## src/rtl/uart_tx_pkg.sv

```systemverilog
package uart_tx_pkg;

  typedef enum logic [2:0] {
    TX_IDLE,
    TX_START,
    TX_DATA,
    TX_BRK,
    TX_STOP
  } tx_state_e;

  localparam logic [1:0] IRQ_ON_LOAD  = 2'b00;
  localparam logic [1:0] IRQ_ON_DONE  = 2'b01;
  localparam logic [1:0] IRQ_ON_DRAIN = 2'b10;

  // Idle level of the line: the infrared flag reverses the meaning of invert.
  function automatic logic idle_level(input logic irda, input logic inv);
    return irda ? inv : ~inv;
  endfunction

  // Interrupt condition chosen by the mode code.
  function automatic logic irq_fire(input logic [1:0] mode, input logic load,
                                    input logic done, input logic drained);
    case (mode)
      IRQ_ON_LOAD:  return load;
      IRQ_ON_DONE:  return done;
      IRQ_ON_DRAIN: return load && drained;
      default:      return 1'b0;
    endcase
  endfunction

endpackage

```

## src/rtl/uart_tx_fifo.sv

```systemverilog
module uart_tx_fifo #(
  parameter int W     = 8,
  parameter int DEPTH = 4
) (
  input  logic         clk,
  input  logic         rst_n,
  input  logic         flush,
  input  logic         push,
  input  logic [W-1:0] din,
  input  logic         pop,
  output logic [W-1:0] dout,
  output logic         empty,
  output logic         full,
  output logic         drained
);
  localparam int AW = (DEPTH > 1) ? $clog2(DEPTH) : 1;
  localparam int CW = $clog2(DEPTH + 1);

  logic [W-1:0]  mem [DEPTH];
  logic [AW-1:0] wp, rp;
  logic [CW-1:0] cnt;
  logic          push_ok, pop_ok;

  assign full    = (cnt == CW'(DEPTH));
  assign empty   = (cnt == '0);
  assign push_ok = push && !full;
  assign pop_ok  = pop && !empty;
  assign dout    = mem[rp];
  // transfer that leaves nothing behind
  assign drained = pop_ok && (cnt == CW'(1)) && !push_ok;

  function automatic logic [AW-1:0] wrap_inc(input logic [AW-1:0] p);
    return (p == AW'(DEPTH - 1)) ? '0 : p + 1'b1;
  endfunction

  always_ff @(posedge clk) begin
    if (!rst_n || flush) begin
      wp  <= '0;
      rp  <= '0;
      cnt <= '0;
    end else begin
      if (push_ok) begin
        mem[wp] <= din;
        wp      <= wrap_inc(wp);
      end
      if (pop_ok) rp <= wrap_inc(rp);
      case ({push_ok, pop_ok})
        2'b10:   cnt <= cnt + 1'b1;
        2'b01:   cnt <= cnt - 1'b1;
        default: cnt <= cnt;
      endcase
    end
  end

endmodule

```

## src/rtl/uart_tx_shifter.sv

```systemverilog
module uart_tx_shifter
  import uart_tx_pkg::*;
#(
  parameter int W        = 8,
  parameter int TPB      = 16,
  parameter int BRK_BITS = 12
) (
  input  logic         clk,
  input  logic         rst_n,
  input  logic         enable,
  input  logic         baud_tick,
  input  logic         has_data,
  input  logic [W-1:0] din,
  input  logic         brk_pend,
  output logic         load_evt,
  output logic         brk_go,
  output logic         done_evt,
  output logic         brk_done,
  output logic         busy,
  output logic         raw_line
);
  localparam int NB = (W > BRK_BITS) ? W : BRK_BITS;
  localparam int BW = $clog2(NB);
  localparam int TW = $clog2(TPB);

  tx_state_e      state;
  logic [TW-1:0]  tcnt;
  logic [BW-1:0]  bcnt;
  logic [W-1:0]   sh;
  logic           in_brk;
  logic           bit_end, stop_end, boundary;

  assign bit_end  = baud_tick && (tcnt == TW'(TPB - 1));
  assign stop_end = (state == TX_STOP) && bit_end;
  assign boundary = enable && ((state == TX_IDLE) || stop_end);
  // a finishing break frame must not start another one from the same request
  assign brk_go   = boundary && brk_pend && !(stop_end && in_brk);
  assign load_evt = boundary && !brk_go && has_data;
  assign done_evt = enable && stop_end && !brk_go && !load_evt;
  assign brk_done = enable && stop_end && in_brk;
  assign busy     = (state != TX_IDLE);

  always_comb begin
    case (state)
      TX_START: raw_line = 1'b0;
      TX_DATA:  raw_line = sh[0];
      TX_BRK:   raw_line = 1'b0;
      default:  raw_line = 1'b1;
    endcase
  end

  always_ff @(posedge clk) begin
    if (!rst_n || !enable) begin
      state  <= TX_IDLE;
      tcnt   <= '0;
      bcnt   <= '0;
      in_brk <= 1'b0;
      sh     <= '0;
    end else if (brk_go) begin
      state  <= TX_START;
      tcnt   <= '0;
      in_brk <= 1'b1;
    end else if (load_evt) begin
      state  <= TX_START;
      tcnt   <= '0;
      in_brk <= 1'b0;
      sh     <= din;
    end else if (stop_end) begin
      state  <= TX_IDLE;
      tcnt   <= '0;
      in_brk <= 1'b0;
    end else if (busy && baud_tick) begin
      if (bit_end) begin
        tcnt <= '0;
        case (state)
          TX_START: begin
            state <= in_brk ? TX_BRK : TX_DATA;
            bcnt  <= '0;
          end
          TX_DATA: begin
            sh <= sh >> 1;
            if (bcnt == BW'(W - 1)) state <= TX_STOP;
            else                    bcnt  <= bcnt + 1'b1;
          end
          TX_BRK: begin
            if (bcnt == BW'(BRK_BITS - 1)) state <= TX_STOP;
            else                           bcnt  <= bcnt + 1'b1;
          end
          default: state <= state;
        endcase
      end else begin
        tcnt <= tcnt + 1'b1;
      end
    end
  end

endmodule

```

## src/rtl/uart_tx_irq.sv

```systemverilog
module uart_tx_irq
  import uart_tx_pkg::*;
(
  input  logic       clk,
  input  logic       rst_n,
  input  logic [1:0] mode,
  input  logic       load_evt,
  input  logic       done_evt,
  input  logic       drained,
  output logic       int_pulse
);
  always_ff @(posedge clk) begin
    if (!rst_n) int_pulse <= 1'b0;
    else        int_pulse <= irq_fire(mode, load_evt, done_evt, drained);
  end
endmodule

```

## src/rtl/uart_tx_break.sv

```systemverilog
module uart_tx_break
  import uart_tx_pkg::*;
#(
  parameter int DATA_W        = 8,
  parameter int BUF_DEPTH     = 4,
  parameter int TICKS_PER_BIT = 16,
  parameter int BREAK_BITS    = 12
) (
  input  logic              clk,
  input  logic              rst_n,
  input  logic              tx_en,
  input  logic              baud_tick,
  input  logic              wr_valid,
  input  logic [DATA_W-1:0] wr_data,
  input  logic              brk_req,
  input  logic [1:0]        int_mode,
  input  logic              irda_mode,
  input  logic              idle_inv,
  output logic              buf_full,
  output logic              shift_empty,
  output logic              brk_pending,
  output logic              int_pulse,
  output logic              tx_out,
  output logic              tx_drive
);
  logic [DATA_W-1:0] head;
  logic fifo_empty, drained;
  logic load_evt, brk_go, done_evt, brk_done, busy, raw_line;
  logic idle_lvl;

  uart_tx_fifo #(.W(DATA_W), .DEPTH(BUF_DEPTH)) u_fifo (
    .clk(clk), .rst_n(rst_n), .flush(!tx_en),
    .push(wr_valid && tx_en), .din(wr_data),
    .pop(load_evt), .dout(head),
    .empty(fifo_empty), .full(buf_full), .drained(drained)
  );

  uart_tx_shifter #(.W(DATA_W), .TPB(TICKS_PER_BIT), .BRK_BITS(BREAK_BITS)) u_shift (
    .clk(clk), .rst_n(rst_n), .enable(tx_en), .baud_tick(baud_tick),
    .has_data(!fifo_empty), .din(head), .brk_pend(brk_pending),
    .load_evt(load_evt), .brk_go(brk_go), .done_evt(done_evt),
    .brk_done(brk_done), .busy(busy), .raw_line(raw_line)
  );

  uart_tx_irq u_irq (
    .clk(clk), .rst_n(rst_n), .mode(int_mode),
    .load_evt(load_evt), .done_evt(done_evt), .drained(drained),
    .int_pulse(int_pulse)
  );

  always_ff @(posedge clk) begin
    if (!rst_n || !tx_en) brk_pending <= 1'b0;
    else if (brk_req)     brk_pending <= 1'b1;
    else if (brk_done)    brk_pending <= 1'b0;
  end

  assign shift_empty = fifo_empty && !busy;
  assign idle_lvl    = idle_level(irda_mode, idle_inv);
  assign tx_out      = idle_lvl ? raw_line : ~raw_line;
  assign tx_drive    = tx_en;

endmodule

```

## config.mk

```make
export PLATFORM = sky130hd
export DESIGN_NAME = uart_tx_break
export DESIGN_NICKNAME = d
export VERILOG_FILES = /design/src/rtl/uart_tx_pkg.sv /design/src/rtl/uart_tx_fifo.sv /design/src/rtl/uart_tx_shifter.sv /design/src/rtl/uart_tx_irq.sv /design/src/rtl/uart_tx_break.sv
export SDC_FILE = /design/constraint.sdc
export NUM_CORES = 1
export LEC_CHECK = 0
export BUFFER_PORTS_ARGS = -buffer_cell sky130_fd_sc_hd__buf_2
export CAP_MARGIN = 20
export CORE_MARGIN = 3
export CORE_UTILIZATION = 59
export CTS_CLUSTER_DIAMETER = 40
export DETAILED_ROUTE_END_ITERATION = 7
export MAX_ROUTING_LAYER = met4
export PLACE_DENSITY = 0.86
export SLEW_MARGIN = 10
export SYNTH_ARGS = -nofsm -noshare
export SYNTH_HDL_FRONTEND = slang
export SYNTH_SLANG_ARGS = --single-unit
```

## constraint.sdc

```tcl
create_clock -name clk -period 2.6 [get_ports clk]
set_input_delay 0.26 -clock clk [delete_from_list [all_inputs] [get_ports clk]]
set_output_delay 0.26 -clock clk [all_outputs]
set_load 0.1 [all_outputs]
```

# Yosys cells after proc, flatten, opt, wreduce, memory -nomap -nowiden
# Memories as Yosys holds them, arrays and structs flattened. A register that Yosys moved wholly into a read port is not among the register bits.
# Cells that the tools add are included.
# totals
out_inout_bits	6
input_bits	18
ram_bits	32
regBits	29
memories	1
# op_classes
reduce_logical	51
n_mux	35
bitwise_logic	5
n_addsub	6
n_eq_ne	22
# mem_list
name	words	word_bits	rd	rd_ports_with_merged_regs	write_ports	line	source
u_fifo.mem	4	8	1	1	1	uart_tx_fifo.sv:19	logic [W-1:0] mem [DEPTH];
# ops
operator	n
8-bit two-way mux	5
1-bit logical AND	20
1-bit two-way mux	16
5-bit AND reduction	3
4-bit two-way mux	3
4-bit one-hot mux with 3 select lines	1
5-bit by 2-bit != test with 1-bit output (second input constant)	2
2-bit nonzero test	5
1-bit logical NOT	9
3-bit one-hot mux with 3 select lines	1
3-bit nonzero test	3
4-bit by 1-bit adder with 4-bit output (second input constant)	2
2-bit equality test (second input constant)	4
4-bit equality test (second input constant)	2
2-bit two-way mux	4
8-bit AND reduction	1
4-bit nonzero test	2
3-bit by 1-bit equality test with 1-bit output (second input constant)	2
3-bit by 2-bit equality test with 1-bit output (second input constant)	2
3-bit equality test (second input constant)	2
3-bit logical NOT	2
3-bit two-way mux	2
2-bit != test (second input constant)	3
3-bit one-hot mux with 2 select lines	1
other kinds (14)	22

# Depth between registers and ports, before layout
# Gate-level depths: netlist of run 1.
# depth
depth_word	15
ltp_mapped	10

# Hierarchy
# A second synthesis of run 1 with hierarchy kept.
# hier_totals
cells_unflattened	252
area_unflattened_um2	2961.6
# modules_own_cells
mod	n_inst	cells_per_inst	area_each_um2	seq_area_each_um2
uart_tx_fifo	1	100	1676.6	1141.1
uart_tx_shifter	1	136	1157.4	400.4
uart_tx_break	1	10	78.8	20.0
uart_tx_irq	1	6	48.8	20.0

# Worst setup path after synthesis of run 1
# OpenSTA, ideal clock, no wires.
# synth_timing
kind	register to output
start	register u_shift.state[1]
end	output shift_empty
arrival_ns	3.540
slack_ns	-1.200
path_buffers	2
path_stages_with_launch	4
cell_sequence	dfxtp_1 > buf_2 > clkbuf_1 > nor4_1
# synth_between
elab_chain_cells	3
# synth_lines
element	line	source
start, declared	uart_tx_shifter.sv:26	tx_state_e state;
start signal, assigned	uart_tx_shifter.sv:77	state <= in_brk ? TX_BRK : TX_DATA;
start signal, assigned	uart_tx_shifter.sv:89	default: state <= state;
3-bit nonzero test	uart_tx_shifter.sv:41	assign busy = (state != TX_IDLE);
1-bit logical NOT	uart_tx_break.sv:57	assign shift_empty = fifo_empty && !busy;
1-bit logical AND	uart_tx_break.sv:57	
end, declared	uart_tx_break.sv:20	output logic shift_empty,
# No other way between the ends.

# Worst setup path after layout of run 1
# layout_timing
start	register u_shift.state[2]
end	output tx_out
# layout_between
elab_chain_cells	5
# layout_lines
element	line	source
3-bit by 1-bit equality test with 1-bit output / 3-bit by 2-bit equality test with 1-bit output (equally long branches)	uart_tx_shifter.sv:44	case (state)
2-bit OR reduction (no line)	n/a	
1-bit one-hot mux with 2 select lines (*)	uart_tx_shifter.sv:44	
1-bit NOT	uart_tx_break.sv:59	assign tx_out = idle_lvl ? raw_line : ~raw_line;
1-bit two-way mux (*)	uart_tx_break.sv:59	
end, declared	uart_tx_break.sv:23	output logic tx_out,
# Mark *: on every way between the ends. The rest lies on a longest branch, timed or not.

==> impl_metrics.yaml, run 1 <==
grt:
  antenna_found_initial: 0
  grt_pass1_wl_microns: 8238
  grt_max_degree: 23
  grt_overflow: 0
  grt_usage_pct: 20.22
  grt_pass1_vias: 1797
power_and_ir_drop:
  power_frac_seq_pct: 53.8
  intPower_uw: 1460
  combPwrFrac_pct: 7.9
  p_clk_share_pct: 38.3
  netSwitchingFraction_pct: 26.22
  powerDensity_nw_per_um2: 618.6
  switchingPower_uw: 518.8
  ir_drop_mv: 0.8292
  leakagePower_uw: 0.001188
timing:
  finalCriticalPeriod_ns: 2.222
  min_period_over_period_pct: 85.48
  tightestPinTransition_ns: 0.5511
  clock_skew_ns: 0.006242
  hold_violations: 0
  rsz0062_at_grt: "false"
  maxSlewViolCount: 0
  clock.fmax_mhz: 450.0
  setup_viol: 0
  tns_ns: 0
  slew_headroom_pct: 62.94
synth:
  syn_area_sq_um: 2860
  yosys-top-cells-count: "edfxtp_1, dfxtp_1, nor2_1"
  synth_seq_cells: 63
  syn_avg_cell_area_sq_um: 11.97
  ys_dominant_reg_cell: "edfxtp_1"
  synth_seq_area_share_pct: 55.29
  ys.warnings.count: 0
  yosysMostFrequentCell: "edfxtp_1"
  synth-edff-count: 32
  syn_inst: 239
  async_flop_share_pct: 0
  postSynthNetCount: 269
  synth.area.top_cells: "edfxtp_1, dfxtp_1, mux4_2"
  synth_top_cell_area_share_pct: 33.60
  synth_cell_types: 48
  yosys.area.top_type: "edfxtp_1"
final_layout:
  final_nets: 294
  final_core_util_pct: 71.00
  final_layout_size_suffix_gt1_share_pct: 22.68
  fill_cells: 290
  area_growth_pct: 11.81
  antennaDiodeCount: 0
cts:
  clock-sinks: 63
  postCtsHoldBufs: 0
  clockBufferDepth: 2
  tritoncts: "yes"
  cts_buffers: 9
  clock_latency_ns: 0.34
  post_cts_buffers: 0
  cts-htree-levels: 3
  ctsResizeCount: 0
  path_clk_slew_ns: 0.07
  cts_root_buffer: "clkbuf_8"
worst_setup_path:
  cp.arrival_ns: 1.96
  cp-endpoint: "tx_out"
  startpoint: "u_shift.state[2]"
  cp_max_fo: 14
  cp-end-kind: "output port"
  required_ns: 2.34
  rr_worst_depth: 9
  r2r_end: "u_fifo.cnt[2]"
  path_cells: "inv_1 -> o21ai_0 -> xnor2_2 -> buf_2"
  max_stage_delay_ns: 0.62
  reg2reg_setup_slack_ns: 0.52
  r2r_start: "u_fifo.cnt[0]"
  crit_slowest_cell: "dfxtp_1"
  worstSetupPathType: "reg2out"
  start_kind: "flip-flop"
detailed_routing:
  routed_wl_microns: 5034
  drc: 0
  vias: 1930
  firstDrtPassIters: 4
  via_per_inst: 6.012
  ant_nets: 0
  first_iter_violations: 95
  post_drt_wl_per_cell_microns: 15.68
placed_design:
  numPortBuffers: 23
  place.gp.congestion: 0.8618
  dp_hpwl_microns: 3491
flow_run:
  drv_cap: 0
die:
  ios: 24
  chipHeight_microns: 75.63
  core_sq_um: 4504
  die_area_sq_um: 5719
  dieWidth_microns: 75.63
  start_util_pct: 63.50
  core.rowCount: 24
min_path:
  min_path_cells: 3
  hp-class: "in2reg"
  min_from: "brk_req"
outcome:
  status: "finished, final reports clean"
## layer usage
metal | track usage (%) | routed length, microns | vias to the layer above | part of all wire [%]
met5 | - | 0 | - | 0
met4 | 8.738 | 62 | 0 | 1.2
met3 | 5.937 | 195 | 7 | 3.9
met2 | 30.11 | 2489 | 46 | 49
met1 | 25.83 | 2286 | 933 | 45
li1 | - | - | 944 | -
## cell usage in the layout (no fill, tap or decap), types with 10 or more instances in the layout
master and n:
edfxtp_1 32, dfxtp_1 31, nor2_1 26, buf_2 23
a21oi_1 16, mux2i_1 12, ha_1 12, inv_1 10
a211oi_1 10
## state kept, by name (all words and copies together) (netlist names), 2 cells and up, named ones only
signal         flops
u_fifo.mem        32
u_shift.bcnt       4
u_fifo.wp          2
u_fifo.rp          2
u_shift.state      3
u_shift.sh         8
u_fifo.cnt         3
u_shift.tcnt       4
## power by group through the flow
stage               registers, uW  logic, uW  clock network [uW]
floorplan                    1090        110                   0
global placement             1090        151                   0
detailed placement           1090        155                   0
CTS                          1060        156                 774
global route                 1070        168                 816
finish                       1060        156                 758
## cell type report
cell class	instances	area (sq um)	share of cell area (%)
multi-input combinational	154	1197	37.44
sequential	63	1582	49.45
tap	52	65.06	2.034
clock inverter	7	55.05	1.721
clock buffer	9	123.9	3.873
inverter	10	37.54	1.174
timing repair buffer	26	137.6	4.304
## how the worst min path moves through the flow
stage,to,slack (ns)
after floorplan,u_fifo.mem[0][0],0.36
after global placement,u_shift.sh[7],0.46
after detailed placement,brk_pending,0.47
after CTS,brk_pending,0.11
after global routing,u_fifo.mem[3][5],0.12
final,brk_pending,0.13
## kinds of logic after synthesis
family	count (synthesis)	share of synthesized area (%)
XOR/XNOR	5	1.531
adder cells (fa/ha/maj)	12	5.249
flip-flops	63	55.29
buffers and inverters	22	3.324
AO/OA/AOI/OAI	44	10.15
AND/OR/NAND/NOR	73	13.95
multiplexers	20	10.50
## per-stage QoR
stage	setup slack [ns]	hold slack [ns]	power, uW	std cells	instance area (sq um)
detailed placement	0.5313	0.4714	1243	305	3019
CTS	0.3604	0.1141	1995	321	3198
finish	0.3776	0.1252	1978	321	3198
global route	0.2348	0.1223	2051	321	3198
floorplan	-0.04594	0.3589	1199	239	2874
global placement	0.6040	0.4609	1237	305	3019
## worst max-delay path, delay by kind of cell (launching register included)
kind,cells,cell delay [ns]
compound gates,1,0.22
xor+xnor,1,0.14
buf+inv,2,0.64
flops,1,0.62
Power figures use the tool's default switching activity.
==> inputs of run 2 (changes only) <==
- clock period: 2.6 -> 2.3 ns (I/O delays scaled with it)
==> impl_metrics.yaml, run 2 (synthesis results as in run 1) <==
die:
  core_sq_um: 4504
  start_util_pct: 63.50
  ios: 24
  die_area_sq_um: 5719
  dieWidth_microns: 75.63
  chipHeight_microns: 75.63
  core.rowCount: 24
power_and_ir_drop:
  total_power_uw: 2330
  ir_drop_mv: 0.6297
  leakagePower_uw: 0.001206
  powerDensity_nw_per_um2: 719.6
cts:
  ctsResizeCount: 0
  clock-sinks: 63
  cts-htree-levels: 3
  clock_latency_ns: 0.35
  path_clk_slew_ns: 0.07
  cts_buffers: 9
  postCtsHoldBufs: 0
  clockBufferDepth: 2
  cts_root_buffer: "clkbuf_8"
  post_cts_buffers: 0
  tritoncts: "yes"
outcome:
  status: "finished, final reports clean"
placed_design:
  numPortBuffers: 23
  place.gp.congestion: 0.8455
  dp_hpwl_microns: 3647
  place_inst: 307
timing:
  clock_skew_ns: 0.004948
  clock.fmax_mhz: 474.6
  maxSlewViolCount: 0
  hold_violations: 0
  tightestPinTransition_ns: 0.5530
  setup_viol: 0
  hold_ws_ns: 0.09714
  slew_headroom_pct: 62.82
  finalCriticalPeriod_ns: 2.107
  min_period_over_period_pct: 91.61
  rsz0062_at_grt: "false"
worst_setup_path:
  max_stage_delay_ns: 0.37
  path_cells: "ha_1 -> and4_2 -> o2111ai_2 -> inv_1 -> ha_1 -> or3_1 -> a21oi_1"
  cp_max_fo: 7
  cp.arrival_ns: 2.38
  crit_path_frequent_cell: "ha_1"
  rr_worst_depth: 7
  crit_cells: 7
  crit_slowest_cell: "or3_1"
  required_ns: 2.58
  start_kind: "flip-flop"
  cpLargestDelayFamily: "simple AND/OR/NAND/NOR gates"
  cp-end-kind: "flip-flop"
  worstSetupPathType: "reg2reg"
  crit_buf_inv: 1
final_layout:
  antennaDiodeCount: 0
  largest_register_ffs: 32
  layout_top_registers: "u_fifo.mem (32), u_shift.sh (8)"
  final_nets: 296
  final_layout_size_suffix_gt1_share_pct: 23.99
  fill_cells: 300
  fin_cells: 323
  final_cell_mix: "edfxtp_1, dfxtp_1, nor2_1"
  area_growth_pct: 13.21
  top_register: "u_fifo.mem"
  final_common_cell: "edfxtp_1"
grt:
  grt_usage_pct: 21.98
  grt_max_degree: 23
  grt_pass1_vias: 1894
  grt_pass1_wl_microns: 8742
  use_met3_pct: 5.937
  grt-busiest-layer: "met2"
  antenna_found_initial: 0
  use_met1_pct: 24.96
  grt_overflow: 0
  grtUsageMet2_pct: 33.56
detailed_routing:
  firstDrtPassIters: 4
  drc: 0
  post_drt_wl_per_cell_microns: 16.15
  ant_nets: 0
  routed_wl_microns: 5215
  via_per_inst: 5.966
  first_iter_violations: 136
  vias: 1927
min_path:
  min_path_cells: 1
  hp-class: "in2reg"
flow_run:
  drv_cap: 0
==> run 2: changes by cell type in the layout (fill, tap and decap cells not counted), sizes merged <==
cell and change:
buf +2, bufinv +1, clkbuf +1, clkinv +1, inv -3
==> run 2: final timing paths <==
path	to	from	slack [ns]
worst max-delay path	u_fifo.cnt[2]	u_shift.tcnt[0]	0.19
worst min-delay path	u_fifo.mem[1][7]	wr_data[7]	0.1
worst max register to register	u_fifo.cnt[2]	u_shift.tcnt[0]	0.19
worst min register to register	u_shift.bcnt[1]	u_shift.bcnt[1]	0.50
==> run 2: worst reg2reg max path: stages (launching register included) <==
cell and delay, ns:
dfxtp_1 0.34, ha_1 0.24, and4_2 0.30, o2111ai_2 0.20, inv_1 0.07, ha_1 0.36, or3_1 0.37, a21oi_1 0.17
==> run 2: through the flow <==
stage | area (sq um) | setup TNS, ns | setup WS (ns) | utilization (%)
CTS | 3238 | 0 | 0.1764 | 71.89
floorplan | 2879 | -0.3159 | -0.3159 | -
finish | 3238 | 0 | 0.1929 | 71.89
detailed placement | 3039 | 0 | 0.2141 | 67.47
global placement | 3039 | 0 | 0.2941 | 67.47
global route | 3238 | 0 | 0.07104 | 71.89
==> run 2: final cells by class <==
| cell class | instances | area [sq um] | share of cell area (%) |
|---|---|---|---|
| Sequential cell | 63 | 1583 | 48.88 |
| Multi-Input combinational cell | 154 | 1201 | 37.09 |
| Clock inverter | 6 | 71.32 | 2.202 |
| Timing Repair Buffer | 28 | 152.6 | 4.714 |
| Inverter | 10 | 37.54 | 1.159 |
| Clock buffer | 10 | 127.6 | 3.941 |
| Tap cell | 52 | 65.06 | 2.009 |
==> run 2: where the power goes <==
| group | switching, uW | internal, uW | leakage [uW] |
|---|---|---|---|
| sequential | 12.3 | 1190 | 0.000540 |
| combinational | 118 | 57.5 | 0.000574 |
| clock | 445 | 505 | 0.0000927 |
| total | 575 | 1750 | 0.00121 |
==> run 2: per-layer routing <==
metal | vias up | share of wire (%)
met2 | 59 | 48
met4 | 0 | 4.0
met3 | 21 | 5.2
li1 | 943 | -
met5 | - | 0
met1 | 904 | 43
